==> src/rtl/conv_seq_pkg.sv <==
package conv_seq_pkg;
  typedef enum logic [1:0] {
    ST_OFF  = 2'd0,
    ST_WAKE = 2'd1,
    ST_CONV = 2'd2
  } seq_state_e;

  localparam logic [2:0] MODE_CONT   = 3'b000;
  localparam logic [2:0] MODE_SINGLE = 3'b001;
  localparam int         STAT_W      = 8;
endpackage

==> src/rtl/conv_period_timer.sv <==
module conv_period_timer #(
  parameter int PER_W = 16
) (
  input  logic             clk,
  input  logic             rst_n,
  input  logic             restart,
  input  logic [PER_W-1:0] per_len,
  output logic             tick
);
  logic [PER_W-1:0] cnt_q;
  logic             at_end;

  assign at_end = (cnt_q == per_len - PER_W'(1));
  assign tick   = at_end && !restart;

  always_ff @(posedge clk or negedge rst_n) begin
    if (!rst_n)                cnt_q <= '0;
    else if (restart || at_end) cnt_q <= '0;
    else                       cnt_q <= cnt_q + PER_W'(1);
  end
endmodule

==> src/rtl/conv_chan_pick.sv <==
module conv_chan_pick #(
  parameter int NUM_CH = 4,
  parameter int CH_W   = 2
) (
  input  logic [NUM_CH-1:0] mask,
  input  logic [CH_W-1:0]   cur,
  output logic [CH_W-1:0]   next_hi,
  output logic              has_hi,
  output logic [CH_W-1:0]   lowest
);
  always_comb begin
    next_hi = '0;
    has_hi  = 1'b0;
    lowest  = '0;
    for (int i = NUM_CH - 1; i >= 0; i--) begin
      if (mask[i]) lowest = CH_W'(i);
      if (mask[i] && (CH_W'(i) > cur)) begin
        next_hi = CH_W'(i);
        has_hi  = 1'b1;
      end
    end
  end
endmodule

==> src/rtl/conv_result_buf.sv <==
module conv_result_buf #(
  parameter int WORD_W  = 32,
  parameter int UPD_CYC = 6
) (
  input  logic              clk,
  input  logic              rst_n,
  input  logic              load,
  input  logic [WORD_W-1:0] load_word,
  input  logic              res_ready,
  output logic              res_valid,
  output logic [WORD_W-1:0] res_word,
  output logic              res_overrun
);
  localparam int UPD_W = $clog2(UPD_CYC + 1);

  logic             full_q;
  logic [UPD_W-1:0] upd_q;
  logic             take;

  assign res_valid = full_q && (upd_q == '0);
  assign take      = res_valid && res_ready;

  always_ff @(posedge clk or negedge rst_n) begin
    if (!rst_n) begin
      full_q      <= 1'b0;
      upd_q       <= '0;
      res_word    <= '0;
      res_overrun <= 1'b0;
    end else begin
      res_overrun <= 1'b0;
      if (upd_q != '0) upd_q <= upd_q - UPD_W'(1);
      if (load) begin
        res_word <= load_word;
        full_q   <= 1'b1;
        if (full_q && !take) begin
          upd_q       <= UPD_W'(UPD_CYC);
          res_overrun <= 1'b1;
        end
      end else if (take) begin
        full_q <= 1'b0;
      end
    end
  end
endmodule

==> src/rtl/conv_sequencer.sv <==
module conv_sequencer
  import conv_seq_pkg::*;
#(
  parameter int NUM_CH   = 4,
  parameter int DATA_W   = 24,
  parameter int FS_W     = 10,
  parameter int CLK_DIV  = 4,
  parameter int WAKE_CYC = 20,
  parameter int UPD_CYC  = 6,
  parameter int RST_FS   = 2,
  parameter logic [NUM_CH-1:0] RST_MASK = NUM_CH'(1),
  localparam int CH_W    = (NUM_CH > 1) ? $clog2(NUM_CH) : 1,
  localparam int WORD_W  = DATA_W + STAT_W
) (
  input  logic              clk,
  input  logic              rst_n,
  input  logic              cfg_load,
  input  logic [2:0]        cfg_mode,
  input  logic              cfg_append,
  input  logic [FS_W-1:0]   cfg_fs,
  input  logic              cfg_sinc4,
  input  logic              cfg_chop,
  input  logic [NUM_CH-1:0] cfg_mask,
  input  logic [DATA_W-1:0] conv_sample,
  output logic              conv_done,
  output logic [CH_W-1:0]   done_chan,
  output logic              powered_down,
  output logic              res_valid,
  input  logic              res_ready,
  output logic [WORD_W-1:0] res_word,
  output logic              res_overrun
);
  localparam int PER_W  = FS_W + $clog2(CLK_DIV + 1) + 4;
  localparam int WAKE_W = $clog2(WAKE_CYC + 1);

  seq_state_e        state_q;
  logic              single_q, append_q, sinc4_q, chop_q;
  logic [FS_W-1:0]   fs_q;
  logic [NUM_CH-1:0] cfg_mask_q;
  logic [CH_W-1:0]   cur_q;
  logic [2:0]        need_q, pc_q;
  logic [WAKE_W-1:0] wake_q;

  logic [FS_W-1:0]   fs_eff;
  logic [2:0]        mul, settle;
  logic [PER_W-1:0]  per_len;
  logic              tick, done, start_ok;
  logic [CH_W-1:0]   next_hi, lowest, next_ch;
  logic              has_hi;

  assign fs_eff  = (fs_q == '0) ? FS_W'(1) : fs_q;
  assign mul     = chop_q ? (sinc4_q ? 3'd4 : 3'd3) : 3'd1;
  assign settle  = chop_q ? 3'd2 : (sinc4_q ? 3'd4 : 3'd3);
  assign per_len = PER_W'(CLK_DIV) * PER_W'(fs_eff) * PER_W'(mul);
  assign done    = (state_q == ST_CONV) && tick && (pc_q == need_q - 3'd1);
  assign next_ch = has_hi ? next_hi : lowest;
  assign start_ok = ((cfg_mode == MODE_CONT) || (cfg_mode == MODE_SINGLE)) && (cfg_mask != '0);
  assign powered_down = (state_q == ST_OFF);

  conv_period_timer #(.PER_W(PER_W)) u_timer (
    .clk     (clk),
    .rst_n   (rst_n),
    .restart (state_q != ST_CONV),
    .per_len (per_len),
    .tick    (tick)
  );

  conv_chan_pick #(.NUM_CH(NUM_CH), .CH_W(CH_W)) u_pick (
    .mask    (cfg_mask_q),
    .cur     (cur_q),
    .next_hi (next_hi),
    .has_hi  (has_hi),
    .lowest  (lowest)
  );

  conv_result_buf #(.WORD_W(WORD_W), .UPD_CYC(UPD_CYC)) u_rbuf (
    .clk         (clk),
    .rst_n       (rst_n),
    .load        (done && !cfg_load),
    .load_word   ({conv_sample, append_q ? STAT_W'(cur_q) : STAT_W'(0)}),
    .res_ready   (res_ready),
    .res_valid   (res_valid),
    .res_word    (res_word),
    .res_overrun (res_overrun)
  );

  always_ff @(posedge clk or negedge rst_n) begin
    if (!rst_n) begin
      state_q    <= ST_WAKE;
      single_q   <= 1'b0;
      append_q   <= 1'b0;
      sinc4_q    <= 1'b0;
      chop_q     <= 1'b0;
      fs_q       <= FS_W'(RST_FS);
      cfg_mask_q <= RST_MASK;
      cur_q      <= '0;
      need_q     <= 3'd1;
      pc_q       <= '0;
      wake_q     <= '0;
      conv_done  <= 1'b0;
      done_chan  <= '0;
    end else begin
      conv_done <= done && !cfg_load;
      if (done) done_chan <= cur_q;
      if (cfg_load) begin
        single_q   <= (cfg_mode == MODE_SINGLE);
        append_q   <= cfg_append;
        sinc4_q    <= cfg_sinc4;
        chop_q     <= cfg_chop;
        fs_q       <= cfg_fs;
        cfg_mask_q <= cfg_mask;
        wake_q     <= '0;
        state_q    <= start_ok ? ST_WAKE : ST_OFF;
      end else begin
        unique case (state_q)
          ST_WAKE: begin
            if (wake_q == WAKE_W'(WAKE_CYC - 1)) begin
              state_q <= ST_CONV;
              cur_q   <= lowest;
              need_q  <= settle;
              pc_q    <= '0;
            end else begin
              wake_q <= wake_q + WAKE_W'(1);
            end
          end
          ST_CONV: begin
            if (tick) pc_q <= done ? 3'd0 : pc_q + 3'd1;
            if (done) begin
              if (single_q && !has_hi) begin
                state_q <= ST_OFF;
              end else begin
                cur_q  <= next_ch;
                need_q <= (next_ch == cur_q) ? 3'd1 : settle;
              end
            end
          end
          default: ;
        endcase
      end
    end
  end
endmodule

==> config.mk <==
export PLATFORM = sky130hd
export DESIGN_NAME = conv_sequencer
export DESIGN_NICKNAME = d
export VERILOG_FILES = /design/src/rtl/conv_seq_pkg.sv /design/src/rtl/conv_period_timer.sv /design/src/rtl/conv_chan_pick.sv /design/src/rtl/conv_result_buf.sv /design/src/rtl/conv_sequencer.sv
export SDC_FILE = /design/constraint.sdc
export NUM_CORES = 1
export LEC_CHECK = 0
export CAP_MARGIN = 20
export CORE_MARGIN = 1.5
export CORE_UTILIZATION = 49
export DETAILED_ROUTE_END_ITERATION = 16
export GPL_TIMING_DRIVEN = 0
export PLACE_DENSITY = 0.77
export SLEW_MARGIN = 10
export SYNTH_ARGS = -nofsm -noshare
export SYNTH_HDL_FRONTEND = slang
export SYNTH_SLANG_ARGS = --single-unit
==> constraint.sdc <==
create_clock -name clk -period 5.69 [get_ports clk]
set_clock_uncertainty 0.15 [all_clocks]
set_input_delay 1.4225 -clock clk [delete_from_list [all_inputs] [get_ports clk]]
set_output_delay 1.4225 -clock clk [all_outputs]
set_load 0.05 [all_outputs]
-- Word level (Yosys, flattened, before mapping)
Index checks and enable logic that the tools add are counted.
- add/sub/neg operators: 6
- multiply operators: 1
- $lt $le $gt $ge: 4
- equal/unequal tests: 16
- mux-type cells: 48
- bitwise operators: 1
- reduce and logical (&&, ||, !) cells: 33
- operators by type and width (cell ; count):
    3-bit two-way mux ; 13
    2-bit two-way mux ; 17
    17-bit by 1-bit adder with 17-bit output, second input constant ; 1
    17-bit equality test ; 1
    17-bit two-way mux ; 1
    15-bit by 1-bit subtractor with 16-bit output, second input constant ; 1
    5-bit two-way mux ; 3
    1-bit logical AND ; 13
    10-bit by 3-bit multiplier with 13-bit output ; 1
    2-bit inequality test, second input constant ; 6
    3-bit one-hot mux with 2 select lines ; 2
    10-bit logical NOT ; 1
    10-bit two-way mux ; 1
    1-bit two-way mux ; 9
    2-bit one-hot mux with 2 select lines ; 2
    4-bit AND reduction ; 2
    3-bit logical NOT ; 2
    3-bit inequality test, second input constant ; 2
    2-bit nonzero test ; 3
    3-bit nonzero test ; 2
    3-bit by 1-bit subtractor with 3-bit output, second input constant ; 2
    5-bit by 1-bit adder with 5-bit output, second input constant ; 1
    5-bit equality test, second input constant ; 1
    5-bit AND reduction ; 1
    other kinds (15) ; 21
- flip-flop bits (word level): 90
- input bits: 48
- output and inout bits: 38
- logic and storage cells: 127

-- Depth between registers and ports, before layout
Gate-level depths: netlist of the first run.
- depth in word-level cells: 12
- depth in mapped cells: 21
- depth with buffers taken out: 18

-- Modules after synthesis
A second synthesis of the first run with hierarchy kept.
- cell total of the unflattened synthesis: 517
- area, all modules: 5500.3 sq um
- by module, submodules not included (module ; instances ; cells each ; area an instance (sq um) ; sequential area each (sq um)):
    conv_sequencer ; 1 ; 252 ; 2491.1 ; 905.9
    conv_result_buf ; 1 ; 90 ; 1579.0 ; 925.9
    conv_period_timer ; 1 ; 161 ; 1353.8 ; 425.4
    conv_chan_pick ; 1 ; 14 ; 76.3 ; 0.0

-- Worst setup path after synthesis of the first run
OpenSTA, ideal clock, no wires.
- kind: register to register
- from: register fs_q[7]
- to: register cur_q[0]
- setup time: 0.128 ns
- data arrival time: 5.138 ns
- required time: 5.412 ns
- path slack: 0.275 ns
- cell stages (with the launch flop): 20
- path buffers: 1
- period minus slack after synthesis: 5.415 ns
- path through: dfrtp_1 > nor4_1 > a31o_2 > nand2_1 > fa_1 > inv_1 > ha_1 > inv_1 > fa_1 > nand2b_1 > a2111oi_1 > a211oi_2 > nor4_4 > nand4_1 > nor3b_1 > or4_1 > buf_6 > or4_1 > o21ai_4 > mux2_1
- longest elaborated chain between the ends: 10
- ends and longest elaborated chain (item ; line ; text):
    start: declaration ; conv_sequencer.sv:38 ; logic [FS_W-1:0] fs_q;
    start signal: assignment ; conv_sequencer.sv:94 ; fs_q <= FS_W'(RST_FS);
    start signal: assignment ; conv_sequencer.sv:110 ; fs_q <= cfg_fs;
    10-bit logical NOT ; conv_sequencer.sv:51 ; assign fs_eff = (fs_q == '0) ? FS_W'(1) : fs_q;
    10-bit two-way mux * ; conv_sequencer.sv:51 ;
    10-bit by 3-bit multiplier with 13-bit output * ; conv_sequencer.sv:54 ; assign per_len = PER_W'(CLK_DIV) * PER_W'(fs_eff) * PER_W'(mul);
    15-bit by 1-bit subtractor with 16-bit output * ; conv_period_timer.sv:13 ; assign at_end = (cnt_q == per_len - PER_W'(1));
    17-bit equality test * ; conv_period_timer.sv:13 ;
    1-bit logical AND * ; conv_period_timer.sv:14 ; assign tick = at_end && !restart;
    1-bit logical AND * (2 in series) ; conv_sequencer.sv:55 ; assign done = (state_q == ST_CONV) && tick && (pc_q == need_q - 3'd1);
    2-bit inequality test (no source line) * ; -- ;
    5-bit AND reduction (no source line) * ; -- ;
    end signal: assignment ; conv_sequencer.sv:119 ; cur_q <= lowest;
    end signal: assignment ; conv_sequencer.sv:132 ; cur_q <= next_ch;
    end: declaration ; conv_sequencer.sv:40 ; logic [CH_W-1:0] cur_q;
Mark *: on every way between the ends. The rest lies on a longest branch, timed or not.
A chain may end at the register's enable or synchronous reset.

-- Final worst setup path of the first run
- from: register fs_q[7]
- to: register need_q[0]
- longest elaborated chain between the ends: 10
- ends and longest elaborated chain (item ; line ; text):
    10-bit logical NOT ; conv_sequencer.sv:51 ;
    10-bit two-way mux * ; conv_sequencer.sv:51 ;
    10-bit by 3-bit multiplier with 13-bit output * ; conv_sequencer.sv:54 ;
    15-bit by 1-bit subtractor with 16-bit output * ; conv_period_timer.sv:13 ;
    17-bit equality test * ; conv_period_timer.sv:13 ;
    1-bit logical AND * ; conv_period_timer.sv:14 ;
    1-bit logical AND * (2 in series) ; conv_sequencer.sv:55 ;
    2-bit inequality test (no source line) * ; -- ;
    5-bit AND reduction (no source line) * ; -- ;
    end signal: assignment ; conv_sequencer.sv:120 ; need_q <= settle;
    end signal: assignment ; conv_sequencer.sv:133 ; need_q <= (next_ch == cur_q) ? 3'd1 : settle;
    end: declaration ; conv_sequencer.sv:41 ; logic [2:0] need_q, pc_q;
Marks and branches as above.

==> out/metrics.cfg, run 1 <==
[outcome]
status=finished clean

[route]
ant_nets=0
drt_pass1_iterations=4
vias=4445
viasPerCell=5.48
wl_um=12800
wire_per_inst_um=15.8
first_iter_violations=181
drc_errors=0

[finish]
multi_input_area_um2=3250
regArea_um2=2110
final_cell_count_no_fill=811
drive_gt1_share_pct=20.6
final_util_pct=63.8
antenna_cells=0
area_delta_synth_final_pct=26.3
nFillCells=899
nNetsFinal=742

[sta]
max_freq_ghz=0.178
fin_tns_setup_ns=0
finalCriticalPeriod_ns=5.62
finalHoldViolations=0
rsz0062_at_grt=true
worst_slew_pin_slew_ns=0.596
worst_slack_ns=0.0679
max-slew-margin-rel_pct=60.0
fin_crit_sh_pct=98.8
maxSlewViolCount=0
setup_violations=0

[min_path]
min_path_type=register to register

[clock_tree]
cts_tree=built
clk_pin_slew_ns=0.09
hold_buffers=0
clock-sinks=84
clock_path_buffers=2
root_buffer=clkbuf_8
clk_latency_ns=0.38
cts-htree-levels=3
cts_buffers=9

[logic_synthesis]
synth_common_cells=dfrtp_1 (80), nor2_1 (52), nand2_1 (49)
ys_ff_latch=84
yosysTopAreaCell=dfrtp_1
ys.warnings.count=0
async_flop_share_pct=100
yosys-top-cells-area=dfrtp_1 (37%), mux2_2 (8.6%), ha_1 (4.3%)
synth_cell_types=70
yosysMostFrequentCell=dfrtp_1
synth_top_cell_area_share_pct=36.6
synth_edf_count=0
synth_ff_type=dfrtp_1
synthCells=559
synth-seq-area-share_pct=38.5
syn_area_um2=5470
syn_avg_cell_area_um2=9.79

[critical_path]
cp.arrival_ns=5.77
critPathSlowestCell=or4_1
worst-setup-path-type=register to register
cp-start-kind=register
slowest_delay_ns=0.57
cp-end-kind=register
path_cells=nor4_4 > a31o_2 > nand2_2 > fa_1 > inv_1 > ha_2 > inv_1 > fa_2 > xnor2_4 > or3b_4 > nor3_2 > and4b_1 > a41oi_1 > or4_1 > buf_6 > or4_4 > o21ai_4 > buf_4 > mux2i_1
crit_fanout=8
cp_data_required_time_ns=5.84
path_common_cell=inv_1

[global_route]
first_global_vias=4414
grtUsageTotal_pct=22.7
antenna_found_initial=0
grt_pass1_wl_um=20900
grt.overflow.total=0
grt_max_degree=45

[floorplan]
core_area_um2=10800
die_height_um=109
die_w_um=109
rows=38
die-area_um2=11800
initial_core_util_pct=50.5
ios=86

[placement]
port_buffers=79
place_inst=784
hpwl_um=9580
gp_congestion=0.849
pre_cts_ws_ns=-0.433

[pwr]
p_per_area_nw_per_um2=236
leakage_nw=3.10
ir_worst_vdd_mv=0.178

[run]
drv_cap=0

## layout by cell type, fill, tap and decap left out, types with 14 or more instances in the layout
master	netlist	final
nor2_1	52	51
nand2_1	49	46
nand3_1	21	21
ha_1	19	18
inv_1	39	39
xnor2_1	21	20
o21ai_0	18	17
clkdlybuf4s50_1	0	78
xor2_1	21	20
dfrtp_1	80	76
buf_4	6	22
a21oi_1	16	14
mux2_2	42	42
## flip-flops by register name, summed over array words and instances (netlist names), 2 cells and up
| name | cells |
|---|---|
| pc_q | 3 |
| cur_q | 2 |
| u_timer.cnt_q | 17 |
| u_rbuf.res_word | 26 |
| done_chan | 2 |
| need_q | 3 |
| state_q | 2 |
| u_rbuf.upd_q | 3 |
| fs_q | 10 |
| cfg_mask_q | 4 |
| wake_q | 5 |
## through the flow
step                      hold WS [ns]  cell area [µm²]  power [mW]
after global placement           0.316             6460        1.14
after floorplan                  0.298             5490        1.01
after global routing             0.370             6910        1.71
after detailed placement         0.325             6470        1.16
after CTS                        0.338             6740        1.58
final                            0.336             6910        1.63
## report_power, final
group	internal (mW)	switching (mW)	total, mW
combinational	0.251	0.320	0.571
clock	0.174	0.236	0.410
sequential	0.622	0.0249	0.647
## layout make-up
type,count,area share (%)
Buffer,22,1.83
Clock buffer,10,1.99
Clock inverter,6,0.688
Inverter,39,2.12
Multi-Input combinational cell,415,47.0
Sequential cell,84,30.6
Tap cell,140,2.53
Timing Repair Buffer,95,13.3
## kinds of logic after synthesis
family	synth area share [%]
simple gates	19.6
fa+ha+maj	7.64
compound gates	10.7
xor+xnor	8.05
mux	10.2
other cells	0.0685
buf+inv	5.17
flops	38.5
## per-layer routing
metal / part of all wire (%) / GRT usage [%] / wire length, µm
met2: 50 / 37.8 / 6430
met5: 0 / 0 / 0
met3: 5.0 / 5.14 / 643
met4: 1.4 / 5.45 / 176
met1: 44 / 30.1 / 5590
## worst max-delay path, delay by kind of cell, from the launching register on
kind	cells	cell delay, ns
simple gates	7	2.47
fa+ha+maj	3	1.07
compound gates	3	0.59
buf+inv	4	0.48
flops	1	0.44
mux	1	0.20
xor+xnor	1	0.16
## worst paths after layout
path	start	end	slack (ns)	cells after the start
min	u_timer.cnt_q[0]	u_timer.cnt_q[0]	0.34	1
min in group asynchronous	rst_n	conv_done	0.88	1
max in group asynchronous	rst_n	need_q[0]	3.83	2
max	fs_q[7]	need_q[0]	0.07	19
min reg2reg	u_timer.cnt_q[0]	u_timer.cnt_q[0]	0.34	1
max reg2reg	fs_q[7]	need_q[0]	0.07	19
## repair_timing
action / 4_1_cts / 5_1_grt
setup endpoints to repair: 55 / 48
gates resized for setup: 10 / 26
pin swaps: 5 / 12
setup buffers: 5 / 10
Power figures use the tool's default switching activity.
==> run 2: changes to the inputs <==
Settings changed: CORE_ASPECT_RATIO from default to 1.5.
==> run 2 against run 1 <==
Compared with the run above: worst setup slack better by 0.13 ns; critical path depth down 1; global-route usage rose by 0.56 points; count of clock-buffer cells in the layout is 1 lower; clock power is 49% higher; die area up 0.11%; sequential power barely moved; critical path type unchanged.
==> out/metrics.cfg, run 2 (same netlist as run 1, synthesis figures left out) <==
[outcome]
status=finished clean

[placement]
port_buffers=79  ; unchanged
hpwl_um=9840  ; +2.7%
dpl-instance-area_um2=6490  ; +0.25%
gp_congestion=0.863  ; +1.6%
pre_cts_ws_ns=-0.303  ; +0.131 ns
place_inst=791  ; +0.89%

[finish]
nFillCells=896  ; -0.33%
antenna_cells=0  ; unchanged
top_regs=u_rbuf.res_word x26, u_timer.cnt_q x17, fs_q x10
layout_common_cells=dfrtp_1 (78), clkdlybuf4s50_1 (78), nor2_1 (51)
multi_input_area_um2=3310  ; +2.0%
final_util_pct=65.1  ; +1.3 points
largest_reg_flops=26  ; unchanged
area_delta_synth_final_pct=30.0
drive_gt1_share_pct=20.6  ; unchanged
nNetsFinal=742  ; unchanged
regArea_um2=2110  ; -0.12%
final_cell_count_no_fill=818  ; +0.86%
top_register=u_rbuf.res_word
fin_area_um2=7120  ; +3.0%

[pwr]
ir_worst_vdd_mv=0.193  ; +8.5%
leakage_nw=3.18  ; +2.7%
p_per_area_nw_per_um2=261  ; +11%

[route]
wl_um=13200  ; +2.9%
wire_per_inst_um=16.2  ; +2.1%
viasPerCell=5.58  ; +1.8%
vias=4563  ; +2.7%
first_iter_violations=243  ; +34%
ant_nets=0  ; unchanged
drt_pass1_iterations=4  ; unchanged
drc_errors=0  ; unchanged

[sta]
setup_violations=0  ; unchanged
fin_crit_sh_pct=96.5  ; -2.3 points
worst_slack_ns=0.200  ; +0.132 ns
finalCriticalPeriod_ns=5.49  ; -0.132 ns
maxSlewViolCount=0  ; unchanged
max_freq_ghz=0.182  ; +2.4%
max-slew-margin-rel_pct=45.7  ; -14 points
finalHoldViolations=0  ; unchanged
worst_slew_pin_slew_ns=0.809  ; +0.213 ns
whs_ns=0.337  ; +0.000400 ns

[critical_path]
cp.arrival_ns=5.57  ; -0.20 ns
crit_fanout=9  ; +1
cp-start-kind=register
worst-setup-path-type=register to register
crit_buf_inv=3  ; -1
critPathSlowestCell=or4_4
path_cells=nor4_4 > a31o_2 > nand2_2 > fa_1 > inv_1 > ha_2 > inv_1 > fa_2 > xnor2_4 > or3b_4 > nor4_4 > nand4_1 > nor3b_1 > or4_4 > buf_6 > or4_4 > o21ai_4 > mux2_4
cp-end-kind=register
cpLargestDelayFamily=simple AND/OR/NAND/NOR gates
cp_data_required_time_ns=5.77  ; -0.07 ns
slowest_delay_ns=0.52  ; -0.05 ns

[floorplan]
core_area_um2=10900  ; +0.90%
die-area_um2=11800  ; +0.11%
rows=47  ; +24%
die_height_um=132  ; +22%
die_w_um=89.3  ; -18%
initial_core_util_pct=50.0  ; -0.45 points
ios=86  ; unchanged

[clock_tree]
cts_tree=built
clock_path_buffers=2  ; unchanged
hold_buffers=0  ; unchanged
clk_latency_ns=0.34  ; -0.04 ns
cts-htree-levels=3  ; unchanged
clock-sinks=84  ; unchanged
root_buffer=clkbuf_16
cts_buffers=9  ; unchanged
clk_pin_slew_ns=0.07  ; -0.02 ns

[global_route]
grt_max_degree=52  ; +16%
first_global_vias=4742  ; +7.4%
grt_pass1_wl_um=21700  ; +3.9%
grt.overflow.total=0  ; unchanged
antenna_found_initial=0  ; unchanged
grtUsageTotal_pct=23.2  ; +0.56 points

[min_path]
min_path_type=register to register

[run]
drv_cap=0  ; unchanged

## run 2: per-stage QoR
stage / setup TNS (ns) / power, mW
after detailed placement: -11.08 / 1.16
after global placement: -7.31 / 1.15
after floorplan: 0 / 1.01
after CTS: 0 / 1.79
final: 0 / 1.86
after global routing: -0.353 / 1.94
## run 2: metal layers
layer / track usage [%] / wire, µm
met1: 26.2 / 5130
met2: 41.6 / 7140
met3: 4.93 / 566
met4: 9.06 / 380
met5: 0 / 0
## run 2: layout make-up
class / instances / area share, %
multi-input cells: 415 / 46.5
flip-flops and latches: 84 / 29.6
repair buffers: 95 / 13.0
clock buffers: 9 / 3.17
well taps: 147 / 2.58
inverters: 39 / 2.06
plain buffers: 22 / 1.81
clock inverters: 7 / 1.16
## run 2: worst paths after layout
| kind | start | end | slack, ns | cells past startpoint |
|---|---|---|---|---|
| hold reg to reg | u_rbuf.res_word[12] | u_rbuf.res_word[12] | 0.34 | 1 |
| hold / removal | u_rbuf.res_word[12] | u_rbuf.res_word[12] | 0.34 | 1 |
| setup / recovery | fs_q[7] | need_q[2] | 0.20 | 18 |
| setup reg to reg | fs_q[7] | need_q[2] | 0.20 | 18 |
| max in group asynchronous | rst_n | conv_done | 3.91 | 2 |
| min in group asynchronous | rst_n | u_rbuf.res_word[20] | 0.88 | 1 |
## run 2: power by group
| group | internal (mW) | switching [mW] |
|---|---|---|
| clock network | 0.347 | 0.262 |
| registers | 0.623 | 0.0262 |
| logic | 0.260 | 0.337 |
## run 2: what timing repair did
action                                  4_1_cts  5_1_grt
gates resized for setup                      14       32
endpoints found under the setup margin       53       53
pin swaps                                     7       17
buffers inserted                              5       10
